File: src/rtl/asrx_pkg.sv
`timescale 1ns/1ps
package asrx_pkg;

    localparam int SW = 24;                 // sample width at the outputs
    localparam int NW = $clog2(SW + 1);     // width of a bit count up to SW
    localparam int HW = 8;                  // half-frame length counter width

    localparam logic [2:0] FMT_LSB16 = 3'd0;
    localparam logic [2:0] FMT_LSB20 = 3'd1;
    localparam logic [2:0] FMT_MSB24 = 3'd2;
    localparam logic [2:0] FMT_I2S24 = 3'd3;
    localparam logic [2:0] FMT_LSB24 = 3'd4;

    typedef struct packed {
        logic          primed;     // first bit event seen
        logic          started;    // first word-select change seen
        logic          ws_last;    // word-select at previous bit event
        logic          have_left;  // left word waiting for its partner
        logic [SW-1:0] acc;        // shared capture register
        logic [NW-1:0] nbits;      // bits held in acc (justified modes)
        logic [HW-1:0] hcnt;       // bit events in current half-frame
        logic [SW-1:0] left_hold;
        logic [SW-1:0] left;
        logic [SW-1:0] right;
        logic          valid;
        logic          ratio_err;
    } eng_t;

    function automatic logic fmt_reserved(logic [2:0] f);
        return f > FMT_LSB24;
    endfunction

    function automatic logic fmt_is_lsb(logic [2:0] f);
        return (f == FMT_LSB16) || (f == FMT_LSB20) || (f == FMT_LSB24);
    endfunction

    function automatic logic [NW-1:0] lsb_bits(logic [2:0] f);
        case (f)
            FMT_LSB16: return NW'(16);
            FMT_LSB20: return NW'(20);
            default:   return NW'(SW);
        endcase
    endfunction

    function automatic logic [HW-1:0] min_half(logic [2:0] f);
        case (f)
            FMT_LSB16, FMT_I2S24: return HW'(16);
            FMT_LSB20:            return HW'(20);
            default:              return HW'(SW);
        endcase
    endfunction

    // word-select level that marks the left channel
    function automatic logic left_ws(logic [2:0] f);
        return f != FMT_I2S24;
    endfunction

    function automatic logic [SW-1:0] sext(logic [SW-1:0] v, logic [NW-1:0] n);
        logic [SW-1:0] r;
        for (int i = 0; i < SW; i++)
            r[i] = (NW'(i) < n) ? v[i] : v[n - 1'b1];
        return r;
    endfunction

    function automatic logic [SW-1:0] left_align(logic [SW-1:0] v, logic [NW-1:0] n);
        return v << (NW'(SW) - n);
    endfunction

endpackage

File: src/rtl/asrx_sync.sv
`timescale 1ns/1ps
module asrx_sync #(
    parameter int W      = 3,
    parameter int STAGES = 2
) (
    input  logic         clk,
    input  logic         rst_n,
    input  logic [W-1:0] din,
    output logic [W-1:0] dout
);
    logic [STAGES-1:0][W-1:0] stg_d, stg_q;

    always_comb begin
        stg_d = {stg_q[STAGES-2:0], din};
    end

    always_ff @(posedge clk or negedge rst_n) begin
        if (!rst_n) stg_q <= '0;
        else        stg_q <= stg_d;
    end

    assign dout = stg_q[STAGES-1];
endmodule

File: src/rtl/asrx_loss.sv
`timescale 1ns/1ps
module asrx_loss #(
    parameter int LIMIT = 128
) (
    input  logic clk,
    input  logic rst_n,
    input  logic clr,
    input  logic evt,
    output logic lost
);
    localparam int CW = $clog2(LIMIT + 1);

    typedef struct packed {
        logic [CW-1:0] cnt;
        logic          lost;
    } loss_t;

    loss_t st_d, st_q;

    always_comb begin
        st_d = st_q;
        if (clr) begin
            st_d = '0;
        end else begin
            if (evt)                          st_d.cnt = '0;
            else if (st_q.cnt != CW'(LIMIT))  st_d.cnt = st_q.cnt + 1'b1;
            if (st_d.cnt == CW'(LIMIT))       st_d.lost = 1'b1;
        end
    end

    always_ff @(posedge clk or negedge rst_n) begin
        if (!rst_n) st_q <= '0;
        else        st_q <= st_d;
    end

    assign lost = st_q.lost;
endmodule

File: src/rtl/asrx_engine.sv
`timescale 1ns/1ps
module asrx_engine
    import asrx_pkg::*;
(
    input  logic          clk,
    input  logic          rst_n,
    input  logic          clr,
    input  logic [2:0]    fmt,
    input  logic          bit_evt,
    input  logic          sd,
    input  logic          ws,
    output logic [SW-1:0] left,
    output logic [SW-1:0] right,
    output logic          valid,
    output logic          ratio_err
);
    eng_t st_d, st_q;

    always_comb begin
        logic          bnd;
        logic [SW-1:0] word;
        logic [SW-1:0] tmp;
        logic [NW-1:0] n;
        bnd  = 1'b0;
        word = '0;
        tmp  = '0;
        n    = '0;
        st_d = st_q;
        st_d.valid = 1'b0;
        if (clr) begin
            st_d = '0;
        end else if (bit_evt && !fmt_reserved(fmt)) begin
            bnd          = st_q.primed && (ws != st_q.ws_last);
            st_d.primed  = 1'b1;
            st_d.ws_last = ws;
            if (bnd) begin
                // close the half-frame that just ended
                if (fmt_is_lsb(fmt)) begin
                    word = sext(st_q.acc, lsb_bits(fmt));
                end else if (fmt == FMT_I2S24) begin
                    if (st_q.nbits < NW'(SW)) begin
                        tmp = {st_q.acc[SW-2:0], sd};
                        n   = st_q.nbits + 1'b1;
                    end else begin
                        tmp = st_q.acc;
                        n   = st_q.nbits;
                    end
                    word = left_align(tmp, n);
                end else begin
                    word = left_align(st_q.acc, st_q.nbits);
                end
                if (st_q.started) begin
                    if (st_q.hcnt < min_half(fmt)) st_d.ratio_err = 1'b1;
                    if (st_q.ws_last == left_ws(fmt)) begin
                        st_d.left_hold = word;
                        st_d.have_left = 1'b1;
                    end else if (st_q.have_left) begin
                        st_d.left      = st_q.left_hold;
                        st_d.right     = word;
                        st_d.valid     = 1'b1;
                        st_d.have_left = 1'b0;
                    end
                end
                st_d.started = 1'b1;
                st_d.hcnt    = HW'(1);
                // open the next half-frame
                if (fmt_is_lsb(fmt)) begin
                    st_d.acc = {st_q.acc[SW-2:0], sd};
                end else if (fmt == FMT_I2S24) begin
                    st_d.acc   = '0;
                    st_d.nbits = '0;
                end else begin
                    st_d.acc   = {{(SW-1){1'b0}}, sd};
                    st_d.nbits = NW'(1);
                end
            end else begin
                if (st_q.hcnt != '1) st_d.hcnt = st_q.hcnt + 1'b1;
                if (fmt_is_lsb(fmt)) begin
                    st_d.acc = {st_q.acc[SW-2:0], sd};
                end else if (st_q.nbits < NW'(SW)) begin
                    st_d.acc   = {st_q.acc[SW-2:0], sd};
                    st_d.nbits = st_q.nbits + 1'b1;
                end
            end
        end
    end

    always_ff @(posedge clk or negedge rst_n) begin
        if (!rst_n) st_q <= '0;
        else        st_q <= st_d;
    end

    assign left      = st_q.left;
    assign right     = st_q.right;
    assign valid     = st_q.valid;
    assign ratio_err = st_q.ratio_err;
endmodule

File: src/rtl/audio_serial_rx.sv
`timescale 1ns/1ps
module audio_serial_rx
    import asrx_pkg::*;
#(
    parameter int LOSS_CYCLES = 128,
    parameter int SYNC_STAGES = 2
) (
    input  logic          clk,
    input  logic          rst_n,
    input  logic          pwrdn,
    input  logic [2:0]    fmt_sel,
    input  logic          sck_in,
    input  logic          ws_in,
    input  logic          sd_in,
    output logic [SW-1:0] left_o,
    output logic [SW-1:0] right_o,
    output logic          valid_o,
    output logic          ratio_err_o,
    output logic          clk_loss_o
);
    logic [2:0] pins_s;
    logic       sck_s, ws_s, sd_s;
    logic [2:0] fmt_d, fmt_q;
    logic       sckp_d, sckp_q;
    logic       bit_evt;

    asrx_sync #(.W(3), .STAGES(SYNC_STAGES)) u_sync (
        .clk   (clk),
        .rst_n (rst_n),
        .din   ({sck_in, ws_in, sd_in}),
        .dout  (pins_s)
    );
    assign {sck_s, ws_s, sd_s} = pins_s;

    always_comb begin
        fmt_d  = pwrdn ? fmt_sel : fmt_q;   // format lock
        sckp_d = sck_s;                     // tracks even in power-down
    end

    always_ff @(posedge clk or negedge rst_n) begin
        if (!rst_n) begin
            fmt_q  <= FMT_LSB16;
            sckp_q <= 1'b0;
        end else begin
            fmt_q  <= fmt_d;
            sckp_q <= sckp_d;
        end
    end

    assign bit_evt = sck_s & ~sckp_q;

    asrx_engine u_eng (
        .clk       (clk),
        .rst_n     (rst_n),
        .clr       (pwrdn),
        .fmt       (fmt_q),
        .bit_evt   (bit_evt),
        .sd        (sd_s),
        .ws        (ws_s),
        .left      (left_o),
        .right     (right_o),
        .valid     (valid_o),
        .ratio_err (ratio_err_o)
    );

    asrx_loss #(.LIMIT(LOSS_CYCLES)) u_loss (
        .clk   (clk),
        .rst_n (rst_n),
        .clr   (pwrdn),
        .evt   (bit_evt),
        .lost  (clk_loss_o)
    );
endmodule

File: config.mk
export PLATFORM = sky130hd
export DESIGN_NAME = audio_serial_rx
export DESIGN_NICKNAME = d
export VERILOG_FILES = /design/src/rtl/asrx_pkg.sv /design/src/rtl/asrx_sync.sv /design/src/rtl/asrx_loss.sv /design/src/rtl/asrx_engine.sv /design/src/rtl/audio_serial_rx.sv
export SDC_FILE = /design/constraint.sdc
export NUM_CORES = 1
export LEC_CHECK = 0
export ABC_AREA = 1
export BUFFER_PORTS_ARGS = -buffer_cell sky130_fd_sc_hd__buf_2
export CAP_MARGIN = 10
export CORE_MARGIN = 2
export CORE_UTILIZATION = 29
export CTS_CLUSTER_DIAMETER = 80
export DETAILED_ROUTE_END_ITERATION = 10
export PLACE_DENSITY = 0.49
export SYNTH_ARGS = -nofsm -noshare
export SYNTH_HDL_FRONTEND = slang
export SYNTH_HIERARCHICAL = 1
export SYNTH_SLANG_ARGS = --single-unit
export TNS_END_PERCENT = 5
File: constraint.sdc
create_clock -name clk -period 2.3 [get_ports clk]
set_input_delay 0.345 -clock clk [delete_from_list [all_inputs] [get_ports clk]]
set_output_delay 0.345 -clock clk [all_outputs]
set_load 0.02 [all_outputs]
==> results of run 1 <==
==> cell type report <==
cell class | instances | area [um^2] | area share
tap | 402 | 503.0 | 0.04378
sequential | 134 | 3353 | 0.2918
timing repair buffer | 224 | 1719 | 0.1496
clock buffer | 18 | 439.2 | 0.03822
clock inverter | 14 | 161.4 | 0.01405
multi-input combinational | 988 | 4926 | 0.4287
inverter | 102 | 387.9 | 0.03376
==> what timing repair did <==
action                                  4_1_cts  5_1_grt
hold endpoints to repair                     40        0
endpoints found under the setup margin       74       89
resized for setup                            19       47
setup buffers                                 0        8
hold buffers                                  3        0
pin swaps                                     1       12
==> flip-flops by register name, indices dropped and copies added (netlist names) <==
| name | cells |
|---|---|
| u_eng/valid | 1 |
| u_loss/lost | 1 |
| fmt_q | 3 |
| u_eng/st_q | 65 |
| u_eng/ratio_err | 1 |
| u_sync/dout | 3 |
| u_sync/stg_d | 3 |
| u_loss/st_q | 8 |
| u_eng/right | 24 |
| sckp_q | 1 |
| u_eng/left | 24 |
==> placed cells by master, fill, tap and decap left out, types with 3 or more instances in the layout <==
| master | count |
|---|---|
| nand3_4 | 3 |
| nor2_2 | 8 |
| mux2i_1 | 6 |
| dfrtp_1 | 134 |
| o21ai_1 | 21 |
| inv_2 | 10 |
| o211ai_1 | 14 |
| nand2_4 | 8 |
| dlygate4sd3_1 | 3 |
| nand4_1 | 14 |
| nor2_4 | 5 |
| o21ai_0 | 94 |
| xor2_1 | 6 |
| buf_4 | 143 |
| nor3_1 | 6 |
| nand2_2 | 23 |
| inv_1 | 89 |
| nand3_1 | 135 |
| a21oi_2 | 4 |
| clkbuf_16 | 17 |
| nand2_1 | 479 |
| a21oi_1 | 27 |
| clkinvlp_4 | 3 |
| buf_6 | 8 |
| ha_1 | 4 |
| buf_12 | 11 |
| buf_2 | 58 |
| o21ai_2 | 10 |
| nor2_1 | 48 |
| or2_2 | 3 |
| a31oi_1 | 7 |
| a22o_1 | 17 |
| o22ai_1 | 18 |
| inv_6 | 7 |
| nand3_2 | 6 |
==> metrics by stage <==
step             util  power (W)  hold slack [ps]
2_1_floorplan       -   0.003241            49.41
4_1_cts        0.3592   0.006661            15.78
3_3_place_gp   0.3369   0.003814            282.9
6_report       0.3660   0.006652            27.70
3_5_place_dp   0.3369   0.003808            283.6
5_1_grt        0.3660   0.006981            8.272
==> worst paths after layout <==
kind	startpoint	depth (start not counted)	to
setup / recovery	u_eng/st_q[82]$_DFFE_PN0P_	20	u_eng/right[13]$_DFFE_PN0P_
min in group asynchronous	rst_n	2	u_eng/right[3]$_DFFE_PN0P_
hold / removal	ws_in	1	u_sync/stg_d[4]$_DFF_PN0_
hold reg to reg	u_sync/stg_d[5]$_DFF_PN0_	0	u_sync/dout[2]$_DFF_PN0_
setup reg to reg	u_eng/st_q[82]$_DFFE_PN0P_	20	u_eng/right[13]$_DFFE_PN0P_
max in group asynchronous	rst_n	3	u_eng/st_q[109]$_DFFE_PN0P_
==> synthesized netlist by cell type (12+ instances only) <==
library cell  count  share of area
dfrtp_1         134           0.37
o22ai_1          19          0.013
buf_4            56          0.046
o211ai_1         14          0.011
nor2_1           53          0.022
buf_2            20          0.011
o21ai_0         100          0.054
clkbuf_1         28          0.011
inv_1            90          0.037
a22o_1           17          0.016
o21ai_1          24          0.013
a21oi_1          30          0.016
nand3_1         140          0.076
nand2_2          12         0.0082
nand2_1         494           0.20
nand4_1          14         0.0095
==> logic make-up (layout without fill, tap and decap cells) <==
kind of cell	count (synthesis)	count (layout)	share of synthesized area
flip-flops	134	134	0.3650
AO/OA/AOI/OAI	224	224	0.1423
buffers and inverters	215	358	0.1203
adder cells (fa/ha/maj)	6	6	0.008172
AND/OR/NAND/NOR	744	744	0.3480
multiplexers	6	6	0.006538
XOR/XNOR	8	8	0.009671
==> power by group through the flow <==
stage | Combinational [W] | Sequential (W) | Clock, W
CTS | 0.00139 | 0.00240 | 0.00287
global placement | 0.00138 | 0.00244 | 0
detailed placement | 0.00137 | 0.00244 | 0
global route | 0.00160 | 0.00240 | 0.00299
floorplan | 0.000804 | 0.00244 | 0
finish | 0.00145 | 0.00240 | 0.00281
==> routing by layer <==
| layer | up-vias | wire [um] | track usage |
|---|---|---|---|
| met4 | 0 | 708 | 0.05161 |
| met1 | 4279 | 15230 | 0.2747 |
| met2 | 241 | 13370 | 0.2898 |
| met3 | 38 | 1505 | 0.03410 |
| met5 | - | 0 | 0 |
| li1 | 4586 | - | - |
==> flow_summary.yaml, run 1 <==
floorplan:
  core_um2: 31390
  die_x_um: 182.0
  die_h_um: 182.0
  rows: 65
  floorplan.initialDensity: 0.2926
  design.die.area_um2: 33120
  ios: 60
status:
  status: "complete, but fails checks"
  violations: "negative setup slack"
finish:
  layoutNonFillerInstCount: 1882
  area_delta_synth_final_pct: 25.08
  drive_gt1_frac: 0.2338
  nets: 1482
  design_area_um2: 11490
  n_antenna_cell: 0
  fillerInstances: 3348
detailed_routing:
  num_vias: 9144
  drcViolationCount: 0
  final_antenna_net_count: 0
  drt_iter0_markers: 791
  wl_mm: 30.81
  first_pass_iters: 6
  via_per_inst: 4.859
  avgRoutedWirePerCell_um: 16.37
place:
  numPortBuffers: 59
  place_ws_ps: -378.7
  globalplace.congestion: 0.9023
  post_dp_cell_area_um2: 10580
  dpl.cell_count: 1840
  hpwl_mm: 23.77
clocking:
  numCtsBuffers: 17
  cts_num_sinks: 134
  clock_path_buffers: 2
  cts_root_buffer: "clkbuf_16"
  clk_pin_slew_ps: 60
  clock_latency_ps: 440
  htree_num_levels: 4
  cts_tree: "yes"
power:
  p_int_w: 0.004558
  swShare: 0.3148
  power.share.clock: 0.422
  p_seq_frac: 0.360
  switchingPower_w: 0.002094
  ir_drop_v: 0.0005479
  leakage_nw: 5.764
  share_comb_of_total_power: 0.218
  p_per_area_nw_per_um2: 578.9
worst_setup_path:
  cp.required_ps: 2670
  cp-end-kind: "register"
  r2r_setup_slack_ps: -260
  cp_max_fo: 6
  slowest_delay_ps: 380
  start_kind: "register"
  worstPathCellList: "inv_2 -> ha_4 -> inv_2 -> nand3_4 -> buf_6 -> buf_4 -> nand3_1 -> nand2_2 -> buf_4 -> nand2_1 -> nand2_1 -> nand2_2 -> nand2_1 -> nand2_1 -> nand2_2 -> o211ai_1 -> nand2_1 -> nand2_2 -> nand2_1 -> nand2_1"
  cp_common_cell: "nand2_1"
  slowest_stage: "dfrtp_1"
  critPathKind: "register to register"
  cp_data_arrival_time_ps: 2930
  path_delay_family: "simple AND/OR/NAND/NOR gates"
  path_buf_inv: 5
timing:
  setup_viol: 48
  timing.final.hold_violations: 0
  setup-tns-final_ps: -7646
  drv_slew: 0
  worst_pin_slew_ps: 667.3
  clock_skew_ps: 11.71
  max_freq_mhz: 391.3
  rsz0062_at_grt: "true"
  slew_headroom: 0.5540
  min_period_ps: 2556
  setup_slack_ps: -255.8
  min_period_over_period: 1.111
synth:
  syn_area_per_cell_um2: 6.871
  ys_ff_latch: 134
  async_flop_share: 1.000
  synth.yosys.seq_area_share: 0.3650
  synthFlopType: "dfrtp_1"
  synth_cell_types: 47
  syn_inst: 1337
  syn_area_um2: 9186
  synth-edff-count: 0
  syn_nets: 1352
  ys_warn_count: 6
job:
  max_cap_viol_count: 0
global_route:
  grt_overflow: 0
  grt_start_max_net_pins: 49
  grt_pass1_wl_mm: 48.72
  grt.total_usage: 0.1897
  antenna_found_initial: 0
  grt_pass1_vias: 8676
worst_hold_path:
  hold_path.class: "input port to register"
No activity file was read; power rests on OpenSTA's default activity.
==> run 2, diff against run 1 <==
PLACE_DENSITY = 0.47   (was 0.49)
clock period = 3.1 ns   (was 2.3 ns; I/O delays follow)
==> run 2 against run 1 <==
Against the previous run: largest power group unchanged; sequential cell count unchanged; critical endpoint is now u_eng/right[18]$_DFFE_PN0P_; register-to-register slack better by 510 ps; sequential share of layout area up 3.9 points; cell area down 12%; first-iteration DRC count down 6.7%; wire length down 1.8%; combinational power down 40%; global-route usage down 0.53 points; the flow now finishes without violations; critical path depth down 2; worst setup slack better by 510 ps; via count down 3.5%; utilization down 4.3 points; critical path type unchanged.
==> flow_summary.yaml, run 2 (synthesized netlist as in run 1, its figures left out) <==
status:
  status: "completed"
worst_setup_path:
  start_kind: "register"
  cp_max_fo: 19
  cp_data_arrival_time_ps: 3200
  worstPathCellList: "inv_2 -> ha_1 -> inv_2 -> nand3_4 -> nand2_4 -> nand2_2 -> nand2_4 -> nand2_2 -> nand2_1 -> nand2_2 -> nand3_1 -> nand3_1 -> nand2_1 -> o21ai_1 -> nand2_1 -> nand2_1 -> nand2_1 -> nand2_1"
  slowest_stage: "dfrtp_1"
  cp.required_ps: 3460
  path_buf_inv: 2
  cp_common_cell: "nand2_1"
  path_delay_family: "simple AND/OR/NAND/NOR gates"
  cp-end-kind: "register"
  critPathKind: "register to register"
  slowest_delay_ps: 440
clocking:
  clock_latency_ps: 430
  clock_path_buffers: 2
  cts_root_buffer: "clkbuf_16"
  clk_pin_slew_ps: 70
  cts_tree: "yes"
  cts_num_sinks: 134
  htree_num_levels: 4
  numCtsBuffers: 17
power:
  power.share.clock: 0.440
  total_power_w: 0.004745
  p_seq_frac: 0.375
  swShare: 0.3366
  p_int_w: 0.003148
  leakage_nw: 5.063
  p_per_area_nw_per_um2: 467.8
  switchingPower_w: 0.001597
  share_comb_of_total_power: 0.185
  ir_drop_v: 0.0003636
global_route:
  grtUsageMet2: 0.2671
  grt.total_usage: 0.1844
  grt_overflow: 0
  met3_usage: 0.03410
  met1_usage: 0.2728
  antenna_found_initial: 0
  top_usage_layer: "met1"
  grt_start_max_net_pins: 56
  grt_pass1_vias: 8206
  grt_pass1_wl_mm: 47.67
timing:
  slew_headroom: 0.4275
  drv_slew: 0
  clock_skew_ps: 12.09
  setup-tns-final_ps: 0
  setup_viol: 0
  whs_ps: 141.5
  rsz0062_at_grt: "false"
  worst_pin_slew_ps: 857.9
  timing.final.hold_violations: 0
  min_period_ps: 2841
  max_freq_mhz: 352.0
  min_period_over_period: 0.9165
finish:
  design_area_um2: 10140
  largest_reg_flops: 65
  max_flop_register: "u_eng/st_q"
  layout_common_cells: "nand2_1 (494), nand3_1 (140), dfrtp_1 (134)"
  n_antenna_cell: 0
  layout_commonest_cell: "nand2_1"
  area_delta_synth_final_pct: 10.42
  drive_gt1_frac: 0.1299
  fillerInstances: 3513
  nets: 1349
  final_util: 0.3231
detailed_routing:
  num_vias: 8823
  final_antenna_net_count: 0
  via_per_inst: 5.045
  drcViolationCount: 0
  avgRoutedWirePerCell_um: 17.31
  wl_mm: 30.27
  drt_iter0_markers: 738
  first_pass_iters: 5
floorplan:
  rows: 65
  floorplan.initialDensity: 0.2926
  die_h_um: 182.0
  core_um2: 31390
  ios: 60
  design.die.area_um2: 33120
  die_x_um: 182.0
place:
  post_dp_cell_area_um2: 9512
  numPortBuffers: 59
  hpwl_mm: 22.59
  globalplace.congestion: 0.8989
job:
  max_cap_viol_count: 0
worst_hold_path:
  hold_path.class: "input port to register"
-- run 2: cell types whose count changed in the layout (fill, tap and decap cells not counted), moves of 5 or more --
cell	before	now
buf_12	11	1
nand3_1	135	140
nand2_1	479	494
nand2_2	23	10
o21ai_2	10	2
buf_6	8	3
o21ai_0	94	99
buf_4	143	27
-- run 2: final timing paths --
check | start | end | slack, ps | cells past startpoint
setup / recovery | u_eng/st_q[82]$_DFFE_PN0P_ | u_eng/right[18]$_DFFE_PN0P_ | 260 | 18
hold / removal | sd_in | u_sync/stg_d[3]$_DFF_PN0_ | 140 | 1
setup reg to reg | u_eng/st_q[82]$_DFFE_PN0P_ | u_eng/right[18]$_DFFE_PN0P_ | 260 | 18
hold reg to reg | u_sync/stg_d[3]$_DFF_PN0_ | u_sync/dout[0]$_DFF_PN0_ | 350 | 0
max in group asynchronous | rst_n | u_eng/right[11]$_DFFE_PN0P_ | 1740 | 3
min in group asynchronous | rst_n | u_eng/left[6]$_DFFE_PN0P_ | 560 | 2
-- run 2: power groups by stage --
stage / logic (W) / clock network, W / registers (W)
final: 0.000876 / 0.00209 / 0.00178
after global routing: 0.000970 / 0.00221 / 0.00178
after CTS: 0.000855 / 0.00214 / 0.00178
after detailed placement: 0.000852 / 0 / 0.00181
after global placement: 0.000858 / 0 / 0.00181
after floorplan: 0.000596 / 0 / 0.00181
-- run 2: worst register-to-register path, delay by kind of cell (launching register included) --
| kind | cells | cell delay, ps |
|---|---|---|
| buf+inv | 2 | 160 |
| flops | 1 | 440 |
| compound gates | 1 | 260 |
| fa+ha+maj | 1 | 270 |
| simple gates | 14 | 1640 |
-- run 2: cell type report --
type                       instances  area [um^2]  area share
multi-input combinational        988         4741      0.4674
sequential                       134         3353      0.3306
timing repair buffer              91        571.8     0.05637
tap                              402        503.0     0.04959
clock buffer                      17        425.4     0.04194
inverter                         102        385.4     0.03799
clock inverter                    15        163.9     0.01616
-- run 2: per-layer routing --
metal / wire length, um / vias up
met4: 770 / 0
li1: - / 4314
met2: 12990 / 264
met1: 14700 / 4208
met5: 0 / -
met3: 1816 / 37
-- run 2: repair_timing --
item,in CTS,in global routing
gates resized for setup,0,5
setup buffers,0,0
endpoints found under the setup margin,0,15
hold endpoints to repair,8,0
hold buffers,1,0
-- run 2: through the flow --
stage                     setup WS [ps]  instances
after detailed placement          210.9       1715
after floorplan                   786.2       1337
after global routing              26.80       1749
final                             259.0       1749
after global placement            241.6       1715
after CTS                         211.4       1748
